**src/rtl/vend_pkg.sv**
```systemverilog
package vend_pkg;

    localparam int STATE_W    = 4;
    localparam int PRICE_C    = 15;
    localparam int NICKEL_C   = 5;
    localparam int DIME_C     = 10;
    localparam int CREDIT_W   = 5;

    // Coin-history states; names spell the coins seen and the credit held.
    typedef enum logic [STATE_W-1:0] {
        ST_IDLE   = 4'd0,
        ST_N5     = 4'd1,
        ST_D10    = 4'd2,
        ST_NN10   = 4'd3,
        ST_ND15   = 4'd4,
        ST_DN15   = 4'd5,
        ST_DD20   = 4'd6,
        ST_NNN15  = 4'd7,
        ST_NND20  = 4'd8
    } vend_state_e;

    typedef enum logic [1:0] {
        COIN_NONE   = 2'd0,
        COIN_NICKEL = 2'd1,
        COIN_DIME   = 2'd2,
        COIN_CLASH  = 2'd3
    } coin_e;

    typedef struct packed {
        coin_e kind;
        logic  valid;   // exactly one usable coin this cycle
    } coin_evt_t;

    function automatic logic is_paid(vend_state_e s);
        return (s == ST_ND15) || (s == ST_DN15) || (s == ST_DD20) ||
               (s == ST_NNN15) || (s == ST_NND20);
    endfunction

    function automatic logic [CREDIT_W-1:0] credit_of(vend_state_e s);
        logic [CREDIT_W-1:0] c;
        case (s)
            ST_IDLE:                    c = CREDIT_W'(0);
            ST_N5:                      c = CREDIT_W'(NICKEL_C);
            ST_D10, ST_NN10:            c = CREDIT_W'(DIME_C);
            ST_ND15, ST_DN15, ST_NNN15: c = CREDIT_W'(PRICE_C);
            ST_DD20, ST_NND20:          c = CREDIT_W'(PRICE_C + NICKEL_C);
            default:                    c = '0;
        endcase
        return c;
    endfunction

    function automatic logic [CREDIT_W-1:0] coin_value(coin_e k);
        logic [CREDIT_W-1:0] v;
        case (k)
            COIN_NICKEL: v = CREDIT_W'(NICKEL_C);
            COIN_DIME:   v = CREDIT_W'(DIME_C);
            default:     v = '0;
        endcase
        return v;
    endfunction

endpackage

```
**src/rtl/vend_coin_sense.sv**
```systemverilog
module vend_coin_sense
    import vend_pkg::*;
(
    input  logic      nickel_i,
    input  logic      dime_i,
    output coin_evt_t evt_o
);

    always_comb begin
        unique case ({dime_i, nickel_i})
            2'b01:   evt_o.kind = COIN_NICKEL;
            2'b10:   evt_o.kind = COIN_DIME;
            2'b11:   evt_o.kind = COIN_CLASH;
            default: evt_o.kind = COIN_NONE;
        endcase
        evt_o.valid = (evt_o.kind == COIN_NICKEL) || (evt_o.kind == COIN_DIME);
    end

endmodule

```
**src/rtl/vend_next_state.sv**
```systemverilog
module vend_next_state
    import vend_pkg::*;
(
    input  logic        clk,
    input  logic        rst,
    input  vend_state_e cur_i,
    input  coin_evt_t   evt_i,
    output vend_state_e nxt_o
);

    always_comb begin
        nxt_o = cur_i;
        if (evt_i.valid) begin
            case (cur_i)
                ST_IDLE: nxt_o = (evt_i.kind == COIN_NICKEL) ? ST_N5   : ST_D10;
                ST_N5:   nxt_o = (evt_i.kind == COIN_NICKEL) ? ST_NN10 : ST_ND15;
                ST_D10:  nxt_o = (evt_i.kind == COIN_NICKEL) ? ST_DN15 : ST_DD20;
                ST_NN10: nxt_o = (evt_i.kind == COIN_NICKEL) ? ST_NNN15 : ST_NND20;
                default: nxt_o = cur_i;   // paid states hold
            endcase
        end
    end

    // a clashing coin pair must not move the machine.
    p_clash_ignored_r7: assert property (@(posedge clk) disable iff (rst)
        (evt_i.kind == COIN_CLASH) |-> (nxt_o == cur_i));

    // an unpaid state advances by exactly the coin's value.
    p_credit_step_r4: assert property (@(posedge clk) disable iff (rst)
        (!is_paid(cur_i) && evt_i.valid) |->
        (credit_of(nxt_o) == credit_of(cur_i) + coin_value(evt_i.kind)));

    // paid states never leave without reset.
    p_paid_sticky_r8: assert property (@(posedge clk) disable iff (rst)
        is_paid(cur_i) |-> (nxt_o == cur_i));

endmodule

```
**src/rtl/vend_state_reg.sv**
```systemverilog
module vend_state_reg
    import vend_pkg::*;
(
    input  logic        clk,
    input  logic        rst,
    input  vend_state_e nxt_i,
    output vend_state_e cur_o,
    output logic        open_o
);

    always_ff @(posedge clk) begin
        if (rst) cur_o <= ST_IDLE;
        else     cur_o <= nxt_i;
    end

    assign open_o = is_paid(cur_o);

    // reset lands in zero credit.
    p_reset_idle_r1: assert property (@(posedge clk)
        rst |=> (cur_o == ST_IDLE));

    // state stays within the nine legal codes.
    p_legal_state_r2: assert property (@(posedge clk) disable iff (rst)
        (cur_o <= ST_NND20));

endmodule

```
**src/rtl/coffee_vend_fsm.sv**
```systemverilog
module coffee_vend_fsm
    import vend_pkg::*;
(
    input  logic clk,
    input  logic rst,
    input  logic nickel_in,
    input  logic dime_in,
    output logic dispense_open
);

    coin_evt_t   coin_evt;
    vend_state_e state_cur;
    vend_state_e state_nxt;

    vend_coin_sense u_sense (
        .nickel_i (nickel_in),
        .dime_i   (dime_in),
        .evt_o    (coin_evt)
    );

    vend_next_state u_next (
        .clk   (clk),
        .rst   (rst),
        .cur_i (state_cur),
        .evt_i (coin_evt),
        .nxt_o (state_nxt)
    );

    vend_state_reg u_reg (
        .clk    (clk),
        .rst    (rst),
        .nxt_i  (state_nxt),
        .cur_o  (state_cur),
        .open_o (dispense_open)
    );

    // output low in the cycle after a reset edge.
    p_reset_closed_r1: assert property (@(posedge clk)
        rst |=> !dispense_open);

    // release latches until reset.
    p_open_latched_r8: assert property (@(posedge clk) disable iff (rst)
        dispense_open |=> dispense_open);

    // no coin, no change at the output.
    p_idle_stable_r6: assert property (@(posedge clk) disable iff (rst)
        (!nickel_in && !dime_in) |=> $stable(dispense_open));

    // a rise needs a single coin sampled at the preceding edge.
    p_rise_needs_coin_r9: assert property (@(posedge clk) disable iff (rst)
        (!dispense_open && (nickel_in == dime_in)) |=> !dispense_open);

endmodule

```
**config.mk**
```make
export PLATFORM = sky130hd
export DESIGN_NAME = coffee_vend_fsm
export DESIGN_NICKNAME = d
export VERILOG_FILES = /design/src/rtl/vend_pkg.sv /design/src/rtl/vend_coin_sense.sv /design/src/rtl/vend_next_state.sv /design/src/rtl/vend_state_reg.sv /design/src/rtl/coffee_vend_fsm.sv
export SDC_FILE = /design/constraint.sdc
export NUM_CORES = 1
export LEC_CHECK = 0
export BUFFER_PORTS_ARGS = -buffer_cell sky130_fd_sc_hd__buf_2
export CAP_MARGIN = 30
export CORE_AREA = 2 2 39 41
export DETAILED_ROUTE_END_ITERATION = 10
export DIE_AREA = 0 0 41 43
export PLACE_DENSITY_LB_ADDON = 0.25
export SYNTH_ARGS = -nofsm -noshare
export SYNTH_HDL_FRONTEND = slang
export SYNTH_HIERARCHICAL = 1
export SYNTH_SLANG_ARGS = --single-unit
```
**constraint.sdc**
```tcl
create_clock -name clk -period 3.25 [get_ports clk]
set_clock_uncertainty 0.15 [all_clocks]
set_input_delay 0.65 -clock clk [delete_from_list [all_inputs] [get_ports clk]]
set_output_delay 0.65 -clock clk [all_outputs]
set_load 0.01 [all_outputs]
```
# == Yosys cells after proc, flatten, opt, wreduce, memory -nomap -nowiden ==
# Index checks and enable logic that the tools add are counted.
# classes
n_eq_ne,13
muxes,6
n_reduce_logical,8
# op_table
operator,n
== test 4 x 3 -> 1 bit (second input constant),4
case mux 4 bit (4 select lines),1
== test 4 x 2 -> 1 bit (second input constant),2
== test 2 bit (second input constant),3
case mux 2 bit (3 select lines),1
logical OR 1 bit,5
== test 2 x 1 -> 1 bit (second input constant),2
== test 4 x 1 -> 1 bit (second input constant),1
== test 4 bit (second input constant),1
logical NOT 4 bit,1
2-to-1 mux 2 bit,2
2-to-1 mux 4 bit,1
nonzero test 4 bit,1
2-to-1 mux 3 bit,1
AND reduction 2 bit,1
# word_totals
regBits,4
inputBits,4
output_inout_bits,1
word_cells,28

# == Logic depth before layout (Yosys ltp) ==
# Gate-level depths: netlist (run 1).
# logic_depth
depth_word,5
ltp_mapped,7
mapped_depth_nobuf,7

# == Modules after synthesis ==
# Netlist (run 1), hierarchy kept.
# by_module_without_submodules
module,n_inst,cells_each,area_each_um2,seq_area_each_um2
vend_state_reg,1,11,123.9,80.1
vend_next_state,1,11,87.6,0.0
vend_coin_sense,1,8,73.8,0.0

# == Least setup slack after synthesis (run 1) ==
# Ideal clock, no wire load.
# synth_path
path_type,input to register
start,input nickel_in
end,register u_reg.cur_o[2]
t_arrival_ps,1831
t_required_ps,2986
setup_slack_ps,1156
stages,7
n_path_buf,0
path_cell_list,inv_1 ha_1 o21ba_2 nand2b_1 and4bb_2 a211o_2 nor2b_1
# synth_lines
element,line_no,text
start: declaration,coffee_vend_fsm.sv:6,"input logic nickel_in,"
end signal: assignment,vend_state_reg.sv:13,else cur_o <= nxt_i;
end: declaration,vend_state_reg.sv:7,"output vend_state_e cur_o,"

# == Final worst setup path (run 1) ==
# layout_path
start,register u_reg.cur_o[1]
end,output dispense_open
# layout_between
elab_chain_len,5
word_cells_on_any_way,9
classes_between,5 x eq/ne; 4 x reduce/logical
# layout_rtl
element,line_no,text
== test 4 x 3 -> 1 bit,vend_pkg.sv:35,return (s == ST_ND15) || (s == ST_DN15) || (s == ST_DD20) ||
logical OR 1 bit (3 in a row),vend_pkg.sv:35,
logical OR 1 bit (*),vend_pkg.sv:36,(s == ST_NNN15) || (s == ST_NND20);
end: declaration,coffee_vend_fsm.sv:8,output logic dispense_open
# Mark *: on every way between the ends. The rest lies on a longest branch, timed or not.

==> out/results.tsv, run 1 <==
stage	metric	value	unit
status	status	finished clean	
finish	final core utilization	0.251	
routing	vias per inst	4.15	
yosys	average size of a mapped cell	9.51	sq um
sta	max-slew violations	0	
global_route	GRT overflow	0	
global_route	vias in the first global route	229	
die	IO Pins	5	
routing	detailed-route via count	220	
finish	max FFs per register	4	
yosys	net count after synthesis	38	
cts	post-CTS sizing	0	
placement	hpwl dp	388	um
yosys	Post-synth EDFFs	0	
die	core box area	1380	sq um
finish	layout cell share with drive strength beyond 1	0.378	
setup_path	Critical Path Sink Type	output port	
setup_path	CP Class	flop to output port	
placement	pre-CTS WS	0.927	ns
routing	DRC Markers	0	
routing	DR WL/cell	9.60	um
setup_path	R2R Path End	u_reg/cur_o[2]$_SDFF_PP0_	
setup_path	worst-path maximum fanout	5	
setup_path	R2R Path Start	u_reg/cur_o[2]$_SDFF_PP0_	
pwr	Power Dens Cells	438	nW/um^2
setup_path	CP Depth	3	
setup_path	critical-path cell list	or4b_1 -> o21ai_0 -> buf_2	
finish	fillers	153	
routing	DRT Wirelength	509	um
yosys	cell area after synthesis	285	sq um
die	die height	43	um
setup_path	crit path launch type	flop	
sta	RSZ-0062 raised after global routing	false	
placement	PortBufs	4	
yosys	yosys warns	6	
finish	most frequent cells in the layout	nor2b_1 (5), buf_2 (4), dfxtp_1 (4), ha_1 (4)	
setup_path	crit path max-delay cell type	or4b_1	
cts	CTS sink count	4	
sta	# setup viols final	0	
yosys	Most used DFF post-synth	dfxtp_1	
finish	ANT cells	0	
worst_hold_path	worst hold endpoint	u_reg/cur_o[3]$_SDFF_PP0_	
setup_path	reg-to-reg slack, setup	1.76	ns
pwr	Leakage	0.167	nW
setup_path	max incr delay on CP	0.52	ns
finish	Final Instance Area	348	sq um
job	number of max-cap violations	0	
cts	H-tree depth	1	
die	Die Width	41	um
yosys	Synth Register Bits	4	
worst_hold_path	Worst Hold Class	flop to flop	
die	initial core utilization	0.206	
die	die area	1760	sq um
routing	Iteration-0 DRC Markers	3	
cts	# Post-CTS Setup Buffers	0	
placement	routability cong.	0.757	
finish	Largest Register	u_reg/cur_o	
yosys	synth unique cells	17	
sta	final hold violations	0	
sta	worst-margin pin slew	0.173	ns
cts	Worst-Skew Late Latency	0.23	ns
worst_hold_path	hold path depth	2	
sta	final worst-path cycle share	0.647	
finish	multi-input logic area	194	sq um
finish	P&R area growth vs syn	21.9	%
cts	CTS buffer count	3	
setup_path	R2R depth	4	
cts	CTS tree	built	
sta	post-layout worst setup margin	1.15	ns
setup_path	Largest delay share family, worst path	simple AND/OR/NAND/NOR gates	
die	Rows	14	
global_route	pin count of the biggest net entering global routing	7	
finish	top flop regs	u_reg/cur_o (4)	
setup_path	CP Data Arrival Time	1.30	ns
cts	maximum buffer depth of the clock tree	2	
yosys	Seq/Total Area, Yosys	0.281	
cts	CTS Root Cell	clkbuf_4	
sta	Peak Freq	0.476	GHz
cts	clock-pin slew on the worst setup and hold paths	0.04	ns
routing	post-route ant nets	0	
placement	Cell Area, Placed	325	sq um
setup_path	Worst Path Required	2.45	ns
worst_hold_path	hold_sp	u_reg/cur_o[3]$_SDFF_PP0_	
global_route	Total GRT Usage	0.0843	
global_route	first-pass GRT wire length	952	um
sta	Period minus WS final	2.10	ns
finish	nets	47	
sta	Setup TNS	0	ns
yosys	post-synthesis async set-or-reset flop share	0	
routing	Initial DRT Pass Iterations	2	
sta	Slew headroom	0.885	
yosys	cells after synthesis	30	
setup_path	WP buf/inv	1	
global_route	initial antenna violation count	0	
finish	Reg area	80.1	sq um
cts	cts hold-fix bufs	0	
finish	most common cell after layout, fill and taps aside	nor2b_1	
pwr	peak supply drop	0.145	mV
kinds of logic (layout without fill, tap and decap cells):
kind of cell,count (synthesis),in the layout,share of synthesized area
AOI/OAI and AO/OA,7,7,0.197
buffers and inverters,3,10,0.0395
and+or+nand+nor,12,12,0.307
adders and majority gates,4,4,0.175
DFF,4,4,0.281
worst register-to-register path, delay by kind of cell (launching register included):
kind             cells  cell delay [ns]
AO/OA/AOI/OAI        1             0.29
flip-flops           1             0.39
AND/OR/NAND/NOR      3             0.55
power breakdown:
| group | internal, mW | switching, mW | total, mW |
|---|---|---|---|
| Clock | 0.0412 | 0.0188 | 0.0600 |
| Combinational | 0.0196 | 0.0141 | 0.0337 |
| Sequential | 0.0536 | 0.00490 | 0.0585 |
| Total | 0.114 | 0.0379 | 0.152 |
worst max-delay path by stage:
stage          slack, ns                        end                       from
3_3_place_gp        0.98  u_reg/cur_o[2]$_SDFF_PP0_                  nickel_in
5_1_grt             1.05              dispense_open  u_reg/cur_o[1]$_SDFF_PP0_
6_report            1.15              dispense_open  u_reg/cur_o[1]$_SDFF_PP0_
3_5_place_dp        0.93  u_reg/cur_o[2]$_SDFF_PP0_                  nickel_in
2_1_floorplan       1.16  u_reg/cur_o[2]$_SDFF_PP0_                  nickel_in
4_1_cts             1.14              dispense_open  u_reg/cur_o[1]$_SDFF_PP0_
final cells by class:
cell class,count,area share
Clock buffer,3,0.0647
Sequential cell,4,0.230
Inverter,3,0.0324
Tap cell,16,0.0576
Multi-Input combinational cell,23,0.558
Timing Repair Buffer,4,0.0576
per-layer routing:
metal  track usage  wire length [um]  up-vias
met1         0.103               256       99
met2         0.106               241        3
met5             0                 0        -
met3        0.0157                11        0
met4         0.100                 0        0
li1              -                 -      118
synth_stat cells, drive strengths merged (2+ instances only):
| cell | number | area share |
|---|---|---|
| o21ai | 2 | 0.035 |
| inv | 3 | 0.039 |
| ha | 4 | 0.18 |
| or2 | 2 | 0.044 |
| dfxtp | 4 | 0.28 |
| nor2b | 5 | 0.11 |
stage by stage:
stage | power, mW | hold WS, ns | instances
finish | 0.152 | 0.467 | 53
global placement | 0.0908 | 0.453 | 50
CTS | 0.157 | 0.459 | 53
detailed placement | 0.0924 | 0.458 | 50
floorplan | 0.0830 | 0.401 | 30
global route | 0.164 | 0.482 | 53
No activity file was read; power rests on OpenSTA's default activity.
==> run 2, diff against run 1 <==
==> constraint.sdc (replaced) <==
create_clock -name clk -period 1.9 [get_ports clk]
set_clock_uncertainty 0.15 [all_clocks]
set_input_delay 0.38 -clock clk [delete_from_list [all_inputs] [get_ports clk]]
set_output_delay 0.38 -clock clk [all_outputs]
set_load 0.01 [all_outputs]
==> run 2 against run 1 <==
Effect of this change: highest routed layer is now met4; wire length rose by 11%; clock-buffer cell count is the same; clock power up 70%; critical endpoint unchanged; sequential power rose by 73%; flip-flop and latch count unchanged; first-iteration DRC count up 100%; largest cell class unchanged; register-to-register slack lost 1.3 ns; via count is 7.3% higher.
==> out/results.tsv, run 2 (same netlist as run 1, synthesis figures left out) <==
stage	metric	value	unit	change
routing	DR WL/cell	10.5	um	was 9.60 um
sta	Slew headroom	0.868		was 0.885
status	status	finished clean		unchanged
global_route	Total GRT Usage	0.0782		was 0.0843
cts	CTS sink count	4		unchanged
job	number of max-cap violations	0		unchanged
global_route	grt met1 use	0.0833		was 0.103
global_route	met3 Track Usage GR	0.0157		unchanged
finish	top flop regs	u_reg/cur_o (4)		unchanged
die	Die Width	41	um	unchanged
finish	Largest Register	u_reg/cur_o		unchanged
routing	detailed-route via count	236		was 220
setup_path	critical-path cell list	or4b_1 -> o21ai_1 -> buf_2		was or4b_1 -> o21ai_0 -> buf_2
cts	CTS tree	built		unchanged
sta	RSZ-0062 raised after global routing	false		unchanged
finish	layout cell share with drive strength beyond 1	0.447		was 0.378
finish	most frequent cells in the layout	nor2b_1 (5), buf_2 (4), ha_1 (4), clkbuf_4 (3), inv_1 (3)		was nor2b_1 (5), buf_2 (4), dfxtp_1 (4), ha_1 (4)
sta	post-layout worst setup margin	0.0867	ns	was 1.15 ns
die	die height	43	um	unchanged
pwr	peak supply drop	0.299	mV	was 0.145 mV
global_route	GRT overflow	0		unchanged
finish	nets	48		was 47
finish	most common cell after layout, fill and taps aside	nor2b_1		unchanged
cts	maximum buffer depth of the clock tree	2		unchanged
die	Rows	14		unchanged
cts	clock-pin slew on the worst setup and hold paths	0.04	ns	about the same
routing	DRT Wirelength	565	um	was 509 um
worst_hold_path	Worst Hold Class	primary input to flop		was flop to flop
pwr	Leakage	0.173	nW	was 0.167 nW
setup_path	CP Data Arrival Time	1.28	ns	was 1.30 ns
global_route	initial antenna violation count	0		unchanged
setup_path	CP Class	flop to output port		unchanged
placement	dpl cells	51		was 50
cts	H-tree depth	1		unchanged
die	initial core utilization	0.206		unchanged
placement	pre-CTS WS	-0.147	ns	was 0.927 ns
setup_path	Worst Path Required	1.37	ns	was 2.45 ns
setup_path	Critical Path Sink Type	output port		unchanged
sta	final worst-path cycle share	0.954		
routing	Initial DRT Pass Iterations	4		was 2
routing	DRC Markers	0		unchanged
setup_path	crit path launch type	flop		unchanged
setup_path	crit path max-delay cell type	or4b_1		unchanged
sta	worst-margin pin slew	0.198	ns	was 0.173 ns
pwr	Power Dens Cells	738	nW/um^2	was 438 nW/um^2
placement	PortBufs	4		unchanged
cts	# Post-CTS Setup Buffers	0		unchanged
cts	CTS buffer count	3		unchanged
sta	Peak Freq	0.551	GHz	
routing	post-route ant nets	0		unchanged
setup_path	worst-path maximum fanout	5		unchanged
finish	max FFs per register	4		unchanged
sta	final hold violations	0		unchanged
global_route	busiest layer in global routing	met2		unchanged
global_route	met2 usage	0.106		unchanged
sta	max-slew violations	0		unchanged
setup_path	max incr delay on CP	0.51	ns	was 0.52 ns
sta	Setup TNS	0	ns	unchanged
pwr	Tot Pwr	264	uW	was 152 uW
finish	fillers	149		was 153
cts	cts hold-fix bufs	0		unchanged
cts	CTS Root Cell	clkbuf_4		unchanged
sta	Period minus WS final	1.81	ns	
cts	Worst-Skew Late Latency	0.23	ns	about the same
die	IO Pins	5		unchanged
finish	P&R area growth vs syn	25.4	%	was 21.9%
placement	routability cong.	0.697		was 0.757
finish	Non-Filler Instances	54		was 53
global_route	vias in the first global route	218		was 229
die	core box area	1380	sq um	unchanged
die	die area	1760	sq um	unchanged
finish	ANT cells	0		unchanged
sta	# setup viols final	0		unchanged
finish	final core utilization	0.259		was 0.251
routing	vias per inst	4.37		was 4.15
global_route	first-pass GRT wire length	841	um	was 952 um
routing	Iteration-0 DRC Markers	6		was 3
global_route	pin count of the biggest net entering global routing	7		unchanged
[run 2: changes by cell type in the layout (fill, tap and decap cells not counted)]
cell	previous run	this run
dfxtp_1	4	2
dfxtp_2	0	2
buf_4	0	1
o21ai_0	2	1
o21ai_1	0	1
[run 2: metrics by stage]
stage,hold WS (ns),area [sq um]
after floorplan,0.302,285
after global placement,0.435,333
after detailed placement,0.440,333
after CTS,0.191,355
after global routing,0.211,358
final,0.193,358
[run 2: layout make-up]
cell class,instances,area (sq um),share of cell area
Timing Repair Buffer,5,27.5,0.0769
Inverter,3,11.3,0.0315
Tap cell,16,20.0,0.0559
Sequential cell,4,82.6,0.231
Clock buffer,3,22.5,0.0629
Multi-Input combinational cell,23,194,0.542
[run 2: metal layers]
layer  share of wire  up-vias  routed length (um)
li1                -      120                   -
met1            0.41      107                 234
met2            0.51        5                 288
met3           0.030        4                  17
met4           0.042        0                  24
met5               0        -                   0
[run 2: critical path, delay by kind of cell (launching register included)]
family,cells,cell delay [ns]
simple gates,1,0.51
flops,1,0.33
buf+inv,1,0.14
compound gates,1,0.08
[run 2: path summary, 6_finish.rpt]
| kind | startpoint | end | slack, ns | cells past startpoint |
|---|---|---|---|---|
| max | u_reg/cur_o[1]$_SDFF_PP0_ | dispense_open | 0.09 | 3 |
| min | rst | u_reg/cur_o[0]$_SDFF_PP0_ | 0.19 | 2 |
| min reg2reg | u_reg/cur_o[1]$_SDFF_PP0_ | u_reg/cur_o[2]$_SDFF_PP0_ | 0.48 | 2 |
| max reg2reg | u_reg/cur_o[3]$_SDFF_PP0_ | u_reg/cur_o[2]$_SDFF_PP0_ | 0.43 | 4 |
[run 2: repair_timing]
item / 4_1_cts / 5_1_grt
endpoints found under the hold margin: 0 / 0
setup endpoints to repair: 0 / 1
resized for setup: 0 / 3
[run 2: power breakdown]
part / leakage [nW] / switching, mW / internal (mW)
Sequential: 0.0334 / 0.00860 / 0.0926
Clock: 0.0138 / 0.0320 / 0.0705
Combinational: 0.126 / 0.0252 / 0.0352
==> run 3, diff against run 2 <==
==> constraint.sdc (replaced) <==
create_clock -name clk -period 1.9 [get_ports clk]
set_clock_uncertainty 0.15 [all_clocks]
set_input_delay 0.095 -clock clk [delete_from_list [all_inputs] [get_ports clk]]
set_output_delay 0.095 -clock clk [all_outputs]
set_load 0.01 [all_outputs]
==> run 3 against run 2 <==
Effect of this change: clock power is essentially flat; die area is the same; critical path type unchanged; largest power group unchanged; worst hold slack gained 0.26 ns; maximum frequency grew 18%; sequential share of layout area shrank 0.70 points; clock-buffer cell count is the same; largest cell class unchanged.
==> out/results.tsv, run 3 (same netlist as run 1, synthesis figures left out) <==
stage	metric	value	unit	change
placement	routability cong.	0.735		was 0.697
setup_path	reg-to-reg slack, setup	0.43	ns	about the same
finish	multi-input logic area	194	sq um	unchanged
sta	Period minus WS final	1.54	ns	was 1.81 ns
setup_path	R2R Path End	u_reg/cur_o[2]$_SDFF_PP0_		unchanged
finish	P&R area growth vs syn	25.4	%	unchanged
die	Rows	14		unchanged
pwr	Power Dens Cells	724	nW/um^2	was 738 nW/um^2
sta	max-slew violations	0		unchanged
global_route	first-pass GRT wire length	800	um	was 841 um
global_route	Total GRT Usage	0.0722		was 0.0782
finish	ANT cells	0		unchanged
setup_path	Critical Path Sink Type	output port		unchanged
finish	fillers	146		was 149
sta	final hold violations	0		unchanged
global_route	vias in the first global route	216		was 218
cts	Worst-Skew Late Latency	0.23	ns	about the same
worst_hold_path	worst hold endpoint	u_reg/cur_o[0]$_SDFF_PP0_		unchanged
routing	DR WL/cell	8.70	um	was 10.5 um
global_route	pin count of the biggest net entering global routing	7		unchanged
pwr	Leakage	0.171	nW	was 0.173 nW
die	core box area	1380	sq um	unchanged
setup_path	critical-path cell list	or4b_1 -> o21ai_0 -> buf_2		was or4b_1 -> o21ai_1 -> buf_2
setup_path	crit path launch type	flop		unchanged
cts	maximum buffer depth of the clock tree	2		unchanged
routing	vias per inst	4.15		was 4.37
routing	Initial DRT Pass Iterations	2		was 4
cts	H-tree depth	1		unchanged
sta	Fin Hold WS	0.451	ns	was 0.193 ns
job	number of max-cap violations	0		unchanged
cts	CTS sink count	4		unchanged
sta	Setup TNS	0	ns	unchanged
sta	# setup viols final	0		unchanged
sta	final worst-path cycle share	0.809		was 0.954
die	Die Width	41	um	unchanged
global_route	met2 usage	0.100		was 0.106
worst_hold_path	hold path depth	3		was 2
status	status	finished clean		unchanged
sta	Slew headroom	0.869		was 0.868
finish	max FFs per register	4		unchanged
pwr	peak supply drop	0.203	mV	was 0.299 mV
routing	post-route ant nets	0		unchanged
finish	top flop regs	u_reg/cur_o (4)		unchanged
finish	most common cell after layout, fill and taps aside	nor2b_1		unchanged
cts	post-CTS sizing	0		unchanged
sta	RSZ-0062 raised after global routing	false		unchanged
worst_hold_path	hold_sp	rst		unchanged
cts	CTS buffer count	3		unchanged
setup_path	R2R depth	4		unchanged
sta	worst-margin pin slew	0.197	ns	was 0.198 ns
setup_path	R2R Path Start	u_reg/cur_o[2]$_SDFF_PP0_		was u_reg/cur_o[3]$_SDFF_PP0_
setup_path	CP Data Arrival Time	1.29	ns	was 1.28 ns
worst_hold_path	Worst Hold Class	primary input to flop		unchanged
global_route	GRT overflow	0		unchanged
finish	Largest Register	u_reg/cur_o		unchanged
finish	nets	48		unchanged
global_route	initial antenna violation count	0		unchanged
die	IO Pins	5		unchanged
setup_path	worst-path maximum fanout	5		unchanged
sta	Peak Freq	0.650	GHz	was 0.551 GHz
routing	detailed-route via count	224		was 236
placement	PortBufs	4		unchanged
finish	most frequent cells in the layout	nor2b_1 (5), buf_2 (4), dfxtp_1 (4), ha_1 (4)		was nor2b_1 (5), buf_2 (4), ha_1 (4), clkbuf_4 (3), inv_1 (3)
finish	layout cell share with drive strength beyond 1	0.368		was 0.447
cts	CTS tree	built		unchanged
routing	DRT Wirelength	470	um	was 565 um
cts	CTS Root Cell	clkbuf_4		unchanged
routing	DRC Markers	0		unchanged
global_route	grt met1 use	0.0801		was 0.0833
setup_path	crit path max-delay cell type	or4b_1		unchanged
die	die area	1760	sq um	unchanged
setup_path	Worst Path Required	1.65	ns	was 1.37 ns
cts	clock-pin slew on the worst setup and hold paths	0.04	ns	about the same
global_route	met3 Track Usage GR	0.0157		unchanged
die	die height	43	um	unchanged
setup_path	CP Class	flop to output port		unchanged
setup_path	max incr delay on CP	0.51	ns	about the same
finish	Reg area	80.1	sq um	was 82.6 sq um
global_route	busiest layer in global routing	met2		unchanged
routing	Iteration-0 DRC Markers	1		was 6
die	initial core utilization	0.206		unchanged
[run 3: changes by cell type in the layout (fill, tap and decap cells not counted), sizes merged]
cell	before	now
buf	5	4
dlygate4sd3	0	1
[run 3: routing by layer]
metal | up-vias | wire length [um]
met2 | 3 | 233
li1 | 120 | -
met3 | 0 | 10
met4 | 0 | 0
met1 | 101 | 227
met5 | - | 0
[run 3: what timing repair did]
item / 4_1_cts / 5_1_grt
hold endpoints to repair: 4 / 0
setup buffers: 0 / 0
hold buffers: 1 / 0
[run 3: worst max path at each step]
stage	startpoint	to	slack (ns)	depth (start not counted)
floorplan	nickel_in	u_reg/cur_o[2]$_SDFF_PP0_	0.36	7
global route	u_reg/cur_o[1]$_SDFF_PP0_	dispense_open	0.25	3
finish	u_reg/cur_o[1]$_SDFF_PP0_	dispense_open	0.36	3
detailed placement	nickel_in	u_reg/cur_o[2]$_SDFF_PP0_	0.17	8
CTS	u_reg/cur_o[1]$_SDFF_PP0_	dispense_open	0.35	3
global placement	nickel_in	u_reg/cur_o[2]$_SDFF_PP0_	0.18	8
[run 3: final cells by class]
cell class                 instances  area share
inverter                           3      0.0315
multi-input combinational         23       0.542
timing repair buffer               5      0.0839
sequential                         4       0.224
clock buffer                       3      0.0629
tap                               16      0.0559
[run 3: per-stage QoR]
stage	setup slack [ns]	power, mW	util	instance area, sq um	cells
after floorplan	0.361	0.142	-	285	30
after global placement	0.180	0.156	0.235	325	50
final	0.363	0.259	0.259	358	54
after CTS	0.348	0.266	0.259	358	54
after global routing	0.254	0.281	0.259	358	54
after detailed placement	0.167	0.158	0.235	325	50
[run 3: critical path, delay by kind of cell, from the launching register on]
family	cells	cell delay, ns
buffers and inverters	1	0.15
AOI/OAI and AO/OA	1	0.07
DFF	1	0.33
and+or+nand+nor	1	0.51
[run 3: where the power goes]
| part | switching (mW) | total (mW) | internal (mW) |
|---|---|---|---|
| clock | 0.0300 | 0.100 | 0.0703 |
| sequential | 0.00803 | 0.0997 | 0.0917 |
| combinational | 0.0244 | 0.0591 | 0.0347 |
